[config.mk]
export PLATFORM = sky130hd
export DESIGN_NAME = sdclk_div
export DESIGN_NICKNAME = d
export VERILOG_FILES = /design/src/rtl/sdclk_pkg.sv /design/src/rtl/sdclk_div_reg.sv /design/src/rtl/sdclk_ratio_sel.sv /design/src/rtl/sdclk_phase.sv /design/src/rtl/sdclk_div.sv
export SDC_FILE = /design/constraint.sdc
export NUM_CORES = 1
export LEC_CHECK = 0
export ABC_AREA = 1
export ABC_CLOCK_PERIOD_IN_PS = 3500
export BUFFER_PORTS_ARGS = -buffer_cell sky130_fd_sc_hd__buf_2
export CAP_MARGIN = 20
export CORE_MARGIN = 1.5
export CORE_UTILIZATION = 45
export DETAILED_ROUTE_END_ITERATION = 8
export PLACE_DENSITY = 0.65
export REMOVE_ABC_BUFFERS = 1
export SLEW_MARGIN = 0
export SYNTH_ARGS = -nofsm -noshare
export SYNTH_HDL_FRONTEND = slang
export SYNTH_SLANG_ARGS = --single-unit
[constraint.sdc]
create_clock -name clk -period 3.5 [get_ports clk]
set_clock_uncertainty 0.1 [all_clocks]
set_input_delay 0.525 -clock clk [delete_from_list [all_inputs] [get_ports clk]]
set_output_delay 0.525 -clock clk [all_outputs]
set_load 0.01 [all_outputs]
[src/rtl/sdclk_pkg.sv]
package sdclk_pkg;

    localparam int SDCLK_DIV_W     = 11;
    localparam int SDCLK_DATA_BITS = 3;
    localparam int SDCLK_RST_DIV   = 507;

    typedef enum logic {
        DIV_IDENT = 1'b0,
        DIV_DATA  = 1'b1
    } div_kind_e;

    function automatic div_kind_e pick_kind(input logic dm, input logic slow);
        return (dm && !slow) ? DIV_DATA : DIV_IDENT;
    endfunction

endpackage

[src/rtl/sdclk_div_reg.sv]
module sdclk_div_reg #(
    parameter int DIV_W   = 11,
    parameter int RST_DIV = 507
) (
    input  logic             clk,
    input  logic             rst,
    input  logic             wr,
    input  logic [DIV_W-1:0] wdata,
    output logic [DIV_W-1:0] q
);
    always_ff @(posedge clk) begin
        if (rst)     q <= DIV_W'(RST_DIV);
        else if (wr) q <= wdata;
    end
endmodule

[src/rtl/sdclk_ratio_sel.sv]
module sdclk_ratio_sel
    import sdclk_pkg::*;
#(
    parameter int DIV_W     = 11,
    parameter int DATA_BITS = 3,
    parameter int CNT_W     = DIV_W + 1
) (
    input  logic [DIV_W-1:0] div_n,
    input  div_kind_e        kind,
    output logic [CNT_W-1:0] period
);
    logic [DIV_W-1:0] data_n;
    logic [DIV_W-1:0] used_n;

    generate
        if (DATA_BITS < DIV_W) begin : g_mask
            assign data_n = {{(DIV_W-DATA_BITS){1'b0}}, div_n[DATA_BITS-1:0]};
        end else begin : g_full
            assign data_n = div_n;
        end
    endgenerate

    always_comb begin
        used_n = (kind == DIV_DATA) ? data_n : div_n;
        period = CNT_W'(used_n) + CNT_W'(2);
    end
endmodule

[src/rtl/sdclk_phase.sv]
module sdclk_phase #(
    parameter int CNT_W   = 12,
    parameter int RST_PER = 509
) (
    input  logic             clk,
    input  logic             rst,
    input  logic [CNT_W-1:0] next_per,
    output logic [CNT_W-1:0] cur_per,
    output logic             terminal,
    output logic             sd_clk,
    output logic             sd_clk_en
);
    logic [CNT_W-1:0] cnt_q, cnt_d, per_q, per_d;

    assign terminal = (cnt_q == per_q - CNT_W'(1));
    assign cur_per  = per_q;

    always_comb begin
        if (terminal) begin
            cnt_d = '0;
            per_d = next_per;
        end else begin
            cnt_d = cnt_q + CNT_W'(1);
            per_d = per_q;
        end
    end

    always_ff @(posedge clk) begin
        if (rst) begin
            cnt_q     <= CNT_W'(RST_PER - 1);
            per_q     <= CNT_W'(RST_PER);
            sd_clk    <= 1'b0;
            sd_clk_en <= 1'b0;
        end else begin
            cnt_q     <= cnt_d;
            per_q     <= per_d;
            sd_clk    <= (cnt_d < (per_d >> 1));
            sd_clk_en <= (cnt_d == '0);
        end
    end


    cnt_in_range_chk: assert property (@(posedge clk) disable iff (rst)
        (cnt_q < per_q) && (per_q >= CNT_W'(2)));


    per_hold_chk: assert property (@(posedge clk) disable iff (rst)
        !terminal |=> $stable(per_q));


    en_on_rise_chk: assert property (@(posedge clk) disable iff (rst)
        sd_clk_en |-> (sd_clk && !$past(sd_clk)));


    rise_has_en_chk: assert property (@(posedge clk) disable iff (rst)
        $rose(sd_clk) |-> sd_clk_en);
endmodule

[src/rtl/sdclk_div.sv]
module sdclk_div
    import sdclk_pkg::*;
#(
    parameter int DIV_W     = SDCLK_DIV_W,
    parameter int DATA_BITS = SDCLK_DATA_BITS,
    parameter int RST_DIV   = SDCLK_RST_DIV
) (
    input  logic             clk,
    input  logic             rst,
    input  logic             div_wr,
    input  logic [DIV_W-1:0] div_wdata,
    input  logic             data_mode,
    input  logic             slow_card,
    output logic             sd_clk,
    output logic             sd_clk_en
);
    localparam int CNT_W   = DIV_W + 1;
    localparam int RST_PER = RST_DIV + 2;
    localparam logic [CNT_W-1:0] DATA_MAX = CNT_W'((1 << DATA_BITS) + 1);

    logic [DIV_W-1:0] div_q;
    logic [CNT_W-1:0] next_per, cur_per;
    logic             term;
    div_kind_e        kind;

    assign kind = pick_kind(data_mode, slow_card);

    sdclk_div_reg #(.DIV_W(DIV_W), .RST_DIV(RST_DIV)) u_reg (
        .clk(clk), .rst(rst), .wr(div_wr), .wdata(div_wdata), .q(div_q)
    );

    sdclk_ratio_sel #(.DIV_W(DIV_W), .DATA_BITS(DATA_BITS), .CNT_W(CNT_W)) u_sel (
        .div_n(div_q), .kind(kind), .period(next_per)
    );

    sdclk_phase #(.CNT_W(CNT_W), .RST_PER(RST_PER)) u_phase (
        .clk(clk), .rst(rst), .next_per(next_per), .cur_per(cur_per),
        .terminal(term), .sd_clk(sd_clk), .sd_clk_en(sd_clk_en)
    );


    data_period_max_chk: assert property (@(posedge clk) disable iff (rst)
        (term && kind == DIV_DATA) |=> (cur_per <= DATA_MAX));


    reset_quiet_chk: assert property (@(posedge clk)
        rst |=> (!sd_clk && !sd_clk_en));
endmodule

==> results of run 1 <==
-- final cells by class --
| type | instances | area [µm²] | area share, % |
|---|---|---|---|
| Inverter | 54 | 202.7 | 7.570 |
| Multi-Input combinational cell | 287 | 1473 | 55.00 |
| Sequential cell | 37 | 740.7 | 27.66 |
| Tap cell | 70 | 87.58 | 3.271 |
| Clock inverter | 1 | 5.005 | 0.1869 |
| Clock buffer | 5 | 68.82 | 2.570 |
| Timing Repair Buffer | 19 | 100.1 | 3.738 |
-- cells by family after synthesis --
family,share of synthesized area (%)
xor+xnor,6.065
buf+inv,9.836
simple gates,37.16
fa+ha+maj,6.626
compound gates,10.14
flops,30.17
-- stage by stage --
stage | hold slack, ns | instance area (µm²) | std cells | setup slack [ns]
6_report | 0.3370 | 2678 | 473 | 0.6188
5_1_grt | 0.3450 | 2678 | 473 | 0.2034
4_1_cts | 0.3333 | 2678 | 473 | 0.6459
3_5_place_dp | 0.3427 | 2604 | 467 | 0.4918
3_3_place_gp | 0.3410 | 2604 | 467 | 0.5688
2_1_floorplan | 0.3292 | 2416 | 378 | 0.7112
-- tightest hold or removal path: cells and delay by family --
kind                   cells  cell delay (ns)
AND/OR/NAND/NOR            2             0.10
buffers and inverters      1             0.07
-- registers in the layout, indices dropped and copies added (netlist names) --
register / flops
u_reg.q: 11
u_phase.cur_per: 12
u_phase.sd_clk: 1
u_phase.sd_clk_en: 1
u_phase.cnt_q: 12
-- path summary, 6_finish.rpt --
check / startpoint / endpoint / cells after the start
max reg2reg: u_phase.cur_per[1] / u_phase.sd_clk / 18
min reg2reg: u_reg.q[5] / u_reg.q[5] / 2
min: div_wdata[5] / u_reg.q[5] / 3
max: u_phase.cur_per[1] / u_phase.sd_clk / 18
-- routing by layer --
| metal | routed length [µm] | vias up | global-route usage [%] | share of wire [%] |
|---|---|---|---|---|
| met5 | 0 | - | 0 | 0 |
| met4 | 140 | 0 | 9.074 | 2.5 |
| met3 | 240 | 13 | 3.452 | 4.3 |
| met2 | 2619 | 55 | 34.87 | 47 |
| met1 | 2616 | 1052 | 24.60 | 47 |
| li1 | - | 1251 | - | - |
-- power groups by stage --
stage	registers, µW	clock network [µW]	logic, µW
after floorplan	569	0	911
after global placement	593	0	1160
after detailed placement	592	0	1180
after CTS	583	276	1180
after global routing	595	290	1360
final	585	270	1180
-- cells in the final DEF (no fill, tap or decap), types with 2 or more instances in the layout --
master,n
buf_2,17
xor2_1,12
inv_2,5
nor2_1,50
nor3_1,6
nand2_2,5
nand3_1,24
dfxtp_1,37
inv_1,48
o21ai_1,6
nand4_1,7
buf_4,2
nor2_4,3
a21oi_1,13
ha_1,13
clkbuf_8,5
xnor2_1,5
o21ai_0,23
nand2_1,105
nor2_2,5
==> results.yml, run 1 <==
floorplan:
  boundaryPins: 18
  dieArea_um2: 5907
  die_y_um: 76.86
  initial_core_util_pct: 47.46
  core_um2: 5172
  placementRows: 26
  die_x_um: 76.86
synthesis:
  synth_top_area_share_pct: 30.17
  yosysWarnings: 0
  ys_types: 32
  syn-instance-count: 385
  ys.flop_type: "dfxtp_1"
  yosysSeqAreaShare_pct: 30.17
  syn_area_um2: 2455
  ys_ff_latch: 37
  synth.most_common_cell: "nand2_1"
  async_flop_share_pct: 0
  synth_common_cells: "105 x nand2_1, 50 x nor2_1, 48 x inv_1"
  synth_top_cell_by_area: "dfxtp_1"
  synth-edff-count: 0
  syn_area_per_cell_um2: 6.376
  synth_area_leaders: "dfxtp_1 30%, nand2_1 16%, nor2_1 7.6%"
setup_path:
  crit_type: "flip-flop to flip-flop"
  max_stage_delay_ns: 0.32
  start_kind: "flip-flop"
  crit_path_frequent_cell: "a21oi_1"
  required_ns: 3.62
  cpLargestDelayFamily: "simple AND/OR/NAND/NOR gates"
  slowest_stage: "dfxtp_1"
  path_buf_inv: 2
  crit_fanout: 14
  path_cells: "inv_1 > ha_1 > nand2_2 > nor2_4 > nand3_1 > nand2_1 > nand3_1 > nor2_2 > nand3_2 > inv_2 > nor2_1 > a21oi_1 > ha_1 > a21oi_1 > o21ai_0 > nand2_1 > o211ai_1 > a21oi_1"
  crit_arrival_ns: 3.00
  cp-end-kind: "flip-flop"
  rrSetupSlack_ns: 0.62
detailed_routing:
  wl_per_cell_um: 11.87
  num_vias: 2371
  first_pass_iters: 4
  drtIter0Drc: 96
  avgViaCountPerCell: 5.013
  drc: 0
  routed_wl_mm: 5.616
  ant_nets: 0
timing:
  timing.fmax_ghz: 0.3471
  finalHoldViolations: 0
  tightest_slew_ns: 0.6754
  maxSlewViolCount: 0
  period_needed_ns: 2.881
  period_share_pct: 82.32
  rsz0062_at_grt: "no"
  setup_violations: 0
  fin_setup_tns_ns: 0
  slew_headroom_pct: 54.92
clock_tree:
  cts_resized: 0
  cts_tree: "built"
  cts_setup_buffers: 0
  h-tree-depth: 2
  clkLatencyLatePin_ns: 0.29
  clk_pin_slew_worst_paths_ns: 0.07
  cts_max_path_buffers: 2
  cts_buffers: 5
  holdBufCountCts: 0
  clkSinkCount: 37
  cts_root_buffer: "clkbuf_8"
grt:
  grt_pass1_wl_mm: 9.556
  overflow: 0
  antenna_found_initial: 0
  grt_use_total_pct: 20.28
  grt_pass1_vias: 2212
  grt_max_degree: 23
pwr:
  vdd_drop_max_v: 0.0003681
  p_total_uw: 2039
  p_sw_uw: 973.0
  p_int_uw: 1066
  power_frac_seq_pct: 28.7
  p_comb_share_pct: 58.1
  clockPowerShare_pct: 13.3
  powerDensity_nw_per_um2: 761.7
  p_leak_uw: 0.001432
  swShare_pct: 47.71
placed_design:
  portBuffers: 17
  gp_congestion: 0.8953
  dp.final_hpwl_mm: 4.485
cells_and_area:
  nets: 433
  nFillCells: 534
  syn_to_final_growth_pct: 9.072
  n_antenna_cell: 0
  final_util_pct: 51.77
  drive_gt1_share_pct: 11.66
min_path:
  min_path_type: "input port to flip-flop"
run_status:
  status: "finished clean"
job:
  maxCapViolCount: 0
Note: power is estimated with default switching activity, not from simulation.
==> run 2, diff against run 1 <==
--- a/config.mk
+++ b/config.mk
@@ -6,13 +6,13 @@
 export NUM_CORES = 1
 export LEC_CHECK = 0
 export ABC_AREA = 1
-export ABC_CLOCK_PERIOD_IN_PS = 3500
+export ABC_CLOCK_PERIOD_IN_PS = 2600
 export BUFFER_PORTS_ARGS = -buffer_cell sky130_fd_sc_hd__buf_2
 export CAP_MARGIN = 20
 export CORE_MARGIN = 1.5
 export CORE_UTILIZATION = 45
 export DETAILED_ROUTE_END_ITERATION = 8
-export PLACE_DENSITY = 0.65
+export PLACE_DENSITY = 0.68
 export REMOVE_ABC_BUFFERS = 1
 export SLEW_MARGIN = 0
 export SYNTH_ARGS = -nofsm -noshare
==> constraint.sdc (replaced) <==
create_clock -name clk -period 2.6 [get_ports clk]
set_clock_uncertainty 0.1 [all_clocks]
set_input_delay 0.39 -clock clk [delete_from_list [all_inputs] [get_ports clk]]
set_output_delay 0.39 -clock clk [all_outputs]
set_load 0.01 [all_outputs]
==> run 2 against run 1 <==
  * The flow now finishes with violations (setup timing)
  * Global-route usage rose by 3.5 points
  * Wire length grew 19%
  * Register-to-register slack lost 0.77 ns
  * Clock-buffer cell count unchanged
  * Hold slack worse by 0.13 ns
  * Non-clock buffer count increased by 53
  * Clock power is 120% higher
  * Critical path type unchanged
  * Sequential cell count unchanged
  * Die area unchanged
  * Total power up 88%
==> results.yml, run 2 (synthesis gave the netlist of run 1 again) <==
placed_design:
  placed_area_um2: 2899
  gp_congestion: 0.8751
  dpl.cell_count: 503
  dp.final_hpwl_mm: 4.886
  portBuffers: 17
timing:
  timing.fmax_ghz: 0.3631
  rsz0062_at_grt: "yes"
  layout_setup_ws_ns: -0.1539
  setup_violations: 2
  maxSlewViolCount: 0
  slew_headroom_pct: 77.67
  period_share_pct: 105.9
  tightest_slew_ns: 0.3324
  period_needed_ns: 2.754
  finalHoldViolations: 0
cells_and_area:
  nets: 486
  final_common_cell: "nand2_1"
  final_area_um2: 3293
  nFillCells: 443
  reg_top3: "u_phase.cnt_q (12), u_phase.cur_per (12), u_reg.q (11)"
  syn_to_final_growth_pct: 34.15
  n_antenna_cell: 0
  multi_input_area_um2: 1569
  stdcell_count: 528
  final_cell_mix: "103 x nand2_1, 48 x buf_4, 46 x nor2_1, 45 x inv_1, 35 x dfxtp_1"
  register_area_um2: 743.2
  drive_gt1_share_pct: 27.07
job:
  maxCapViolCount: 0
clock_tree:
  clk_pin_slew_worst_paths_ns: 0.08
  cts_max_path_buffers: 2
  cts_root_buffer: "clkbuf_8"
  clkLatencyLatePin_ns: 0.29
  h-tree-depth: 2
  cts_buffers: 5
  cts_tree: "built"
  clkSinkCount: 37
detailed_routing:
  first_pass_iters: 4
  drtIter0Drc: 126
  drc: 0
  wl_per_cell_um: 12.69
  ant_nets: 0
  num_vias: 2585
  avgViaCountPerCell: 4.896
  routed_wl_mm: 6.699
min_path:
  min_path_type: "input port to flip-flop"
  holdPathStages: 3
  min_to: "u_reg.q[5]"
  min_from: "div_wdata[5]"
setup_path:
  crit_arrival_ns: 2.87
  cp-end-kind: "flip-flop"
  reg2reg_from: "u_phase.cur_per[0]"
  r2r-end: "u_phase.sd_clk"
  r2r_cells: 19
  crit_type: "flip-flop to flip-flop"
  rrSetupSlack_ns: -0.15
  worstSetupStartpoint: "u_phase.cur_per[0]"
  crit_fanout: 8
  start_kind: "flip-flop"
  required_ns: 2.72
floorplan:
  die_y_um: 76.86
  die_x_um: 76.86
  dieArea_um2: 5907
  initial_core_util_pct: 47.46
  core_um2: 5172
  placementRows: 26
  boundaryPins: 18
pwr:
  powerDensity_nw_per_um2: 1165
  vdd_drop_max_v: 0.0007005
  p_total_uw: 3836
  p_leak_uw: 0.001762
grt:
  grt_use_total_pct: 23.80
  grt_max_degree: 16
  antenna_found_initial: 0
  grt_pass1_vias: 2540
  grt_pass1_wl_mm: 11.25
  overflow: 0
run_status:
  violations: "setup timing"
  status: "finished, violations left"
==> run 2: cell count changes in the layout (fill, tap and decap cells not counted), sizes merged <==
| cell | change |
|---|---|
| buf | +53 |
| bufinv | +2 |
==> run 2: metal layers <==
metal | global-route usage (%) | part of all wire (%) | wire (µm)
met1 | 28.29 | 44 | 2935
met2 | 44.42 | 52 | 3475
met3 | 3.095 | 2.9 | 193
met4 | 6.296 | 1.4 | 95
met5 | 0 | 0 | 0
==> run 2: area by class of cell <==
cell class / instances / share of cell area [%]
multi-input cells: 287 / 47.64
clock inverters: 3 / 1.976
inverters: 54 / 6.383
flip-flops and latches: 37 / 22.57
repair buffers: 72 / 16.68
well taps: 70 / 2.660
clock buffers: 5 / 2.090
==> run 2: worst max path at each step <==
stage / endpoint / slack (ns) / cells past startpoint
after floorplan: u_phase.sd_clk / -0.19 / 20
after global placement: u_phase.sd_clk / -0.15 / 18
after detailed placement: u_phase.sd_clk / -0.17 / 18
after CTS: u_phase.sd_clk / -0.14 / 19
after global routing: u_phase.sd_clk / -0.30 / 22
final: u_phase.sd_clk / -0.15 / 19
==> run 2: where the power goes <==
part           switching [µW]  internal [µW]
logic                    1290           1170
registers                 116            673
clock network             207            381
==> run 2: metrics by stage <==
stage	setup slack [ns]	utilization (%)	hold slack, ns	TNS (ns)
2_1_floorplan	-0.1888	-	0.3292	-0.1888
3_3_place_gp	-0.1543	56.05	0.3421	-0.1543
4_1_cts	-0.1418	63.28	0.2025	-0.2350
5_1_grt	-0.2968	63.67	0.2113	-0.5939
6_report	-0.1539	63.67	0.2052	-0.2984
3_5_place_dp	-0.1667	56.05	0.3428	-0.1667
==> run 2: worst max-delay path: stages (launching register included) <==
cell     delay, ns
dfxtp_2       0.34
inv_2         0.05
ha_4          0.26
inv_2         0.03
nand2_1       0.04
nand2_1       0.06
nor2_2        0.11
nand3_1       0.09
nor2_1        0.10
nand2_1       0.07
nor2_2        0.11
nand3_2       0.13
buf_12        0.17
buf_4         0.17
o21ai_1       0.12
inv_1         0.07
ha_1          0.31
a21oi_1       0.14
nand2_1       0.07
a21oi_1       0.12
==> run 2: timing repair <==
action	in CTS	in global routing
hold buffers	0	0
endpoints found under the setup margin	1	5
setup buffers	19	0
pin swaps	23	5
gates resized for setup	33	12
==> run 3, diff against run 2 <==
--- a/config.mk
+++ b/config.mk
@@ -12,6 +12,7 @@
 export CORE_MARGIN = 1.5
 export CORE_UTILIZATION = 45
 export DETAILED_ROUTE_END_ITERATION = 8
+export GPL_TIMING_DRIVEN = 0
 export PLACE_DENSITY = 0.68
 export REMOVE_ABC_BUFFERS = 1
 export SLEW_MARGIN = 0
==> run 3 against run 2 <==
  * The run still ends with setup timing left
  * Hold slack worse by 0.0033 ns
  * Setup slack worse by 0.045 ns
  * Sequential share of layout area is 2.5 points higher
  * Core utilization is 6.5 points lower
  * Sequential cell count stayed put
  * Combinational power is 13% lower
  * Clock power is 35% lower
  * Global-route usage is 1.2 points lower
  * Die area stayed put
  * Sequential power hardly changed
  * Wire length is 9.7% lower
  * First-iteration DRC count is 35% higher
  * Highest routed layer unchanged
==> results.yml, run 3 (synthesis gave the netlist of run 1 again) <==
run_status:
  status: "finished, violations left"
  violations: "setup timing"
setup_path:
  crit_arrival_ns: 2.88
  rrSetupSlack_ns: -0.20
  cpLargestDelayFamily: "simple AND/OR/NAND/NOR gates"
  cp-end-kind: "flip-flop"
  crit_fanout: 8
  required_ns: 2.68
  slowest_stage: "dfxtp_2"
  path_cells: "inv_4 > ha_4 > inv_2 > nand2_1 > nand2_1 > nor2_2 > nand3_1 > nor2_1 > nand2_1 > nor2_4 > nand3_4 > buf_12 > nor2_4 > a21oi_2 > ha_1 > nand2_1 > nor4_2 > a21oi_2"
  start_kind: "flip-flop"
  crit_path_frequent_cell: "nand2_1"
  crit_type: "flip-flop to flip-flop"
  max_stage_delay_ns: 0.37
  path_buf_inv: 3
timing:
  setup_violations: 1
  period_needed_ns: 2.799
  layout_setup_ws_ns: -0.1993
  period_share_pct: 107.7
  rsz0062_at_grt: "yes"
  finalHoldViolations: 0
  timing.fmax_ghz: 0.3572
  tightest_slew_ns: 0.6927
  slew_headroom_pct: 53.77
  maxSlewViolCount: 0
placed_design:
  portBuffers: 17
  dpl.cell_count: 465
  dp.final_hpwl_mm: 4.328
  gp_congestion: 0.8716
pwr:
  p_leak_uw: 0.001515
  p_total_uw: 3314
  vdd_drop_max_v: 0.0005487
  powerDensity_nw_per_um2: 1120
detailed_routing:
  drc: 0
  routed_wl_mm: 6.052
  ant_nets: 0
  first_pass_iters: 4
  wl_per_cell_um: 12.45
  drtIter0Drc: 170
  avgViaCountPerCell: 5.033
  num_vias: 2446
grt:
  antenna_found_initial: 0
  grt_max_degree: 23
  grt_use_total_pct: 22.59
  overflow: 0
  grt_pass1_vias: 2406
  grt_pass1_wl_mm: 10.63
clock_tree:
  cts_max_path_buffers: 2
  clkSinkCount: 37
  clkLatencyLatePin_ns: 0.29
  holdBufCountCts: 0
  cts_buffers: 5
  cts_tree: "built"
  h-tree-depth: 2
  clk_pin_slew_worst_paths_ns: 0.07
  cts_root_buffer: "clkbuf_8"
cells_and_area:
  reg_top3: "u_phase.cnt_q (12), u_phase.cur_per (12), u_reg.q (11)"
  nFillCells: 492
  final_cell_mix: "102 x nand2_1, 46 x nor2_1, 45 x inv_1, 35 x dfxtp_1, 23 x nand3_1"
  stdcell_count: 486
  multi_input_area_um2: 1625
  n_antenna_cell: 0
  drive_gt1_share_pct: 19.95
  final_common_cell: "nand2_1"
  register_area_um2: 743.2
  nets: 444
  syn_to_final_growth_pct: 20.54
floorplan:
  initial_core_util_pct: 47.46
  core_um2: 5172
  die_x_um: 76.86
  boundaryPins: 18
  die_y_um: 76.86
  dieArea_um2: 5907
  placementRows: 26
job:
  maxCapViolCount: 0
min_path:
  min_path_type: "input port to flip-flop"
==> run 3: final cells by class <==
class | instances | area share (%)
flip-flops and latches | 37 | 25.12
clock inverters | 2 | 0.3383
well taps | 70 | 2.960
inverters | 54 | 7.188
repair buffers | 29 | 7.019
multi-input cells | 288 | 54.93
clock buffers | 6 | 2.452
==> run 3: path summary, 6_finish.rpt <==
check | to | cells after the start | start
max reg2reg | u_phase.sd_clk | 18 | u_phase.cur_per[0]
max | u_phase.sd_clk | 18 | u_phase.cur_per[0]
min | u_reg.q[5] | 3 | div_wdata[5]
min reg2reg | u_reg.q[5] | 2 | u_reg.q[5]
==> run 3: worst min-delay path, stage by stage <==
cell,delay [ns]
buf_2,0.08
nand2_1,0.04
nand3_1,0.06
==> run 3: where the power goes <==
| part | internal (µW) | switching, µW |
|---|---|---|
| logic | 863 | 1280 |
| registers | 674 | 115 |
| clock network | 185 | 197 |
==> run 3: timing repair <==
item / in CTS / in global routing
resized for setup: 30 / 11
endpoints found under the hold margin: 0 / 0
pin swaps: 18 / 12
setup buffers: 9 / 3
setup endpoints to repair: 5 / 2
gates cloned: 1 / 0
==> run 3: metal layers <==
metal,up-vias,part of all wire (%),track usage (%)
li1,1283,-,-
met2,60,49,39.82
met5,-,0,0
met4,0,2.0,9.074
met3,11,4.6,4.167
met1,1092,44,26.80
==> run 3: through the flow <==
step	setup TNS, ns	hold slack [ns]	area (µm²)	util (%)	worst slack (ns)
2_1_floorplan	-0.1888	0.3292	2416	-	-0.1888
3_3_place_gp	-1.356	0.3411	2589	50.05	-0.7815
3_5_place_dp	-1.312	0.3433	2589	50.05	-0.7606
4_1_cts	-0.2050	0.1908	2893	55.93	-0.2050
5_1_grt	-0.4390	0.2153	2959	57.21	-0.4111
6_report	-0.1993	0.2019	2959	57.21	-0.1993
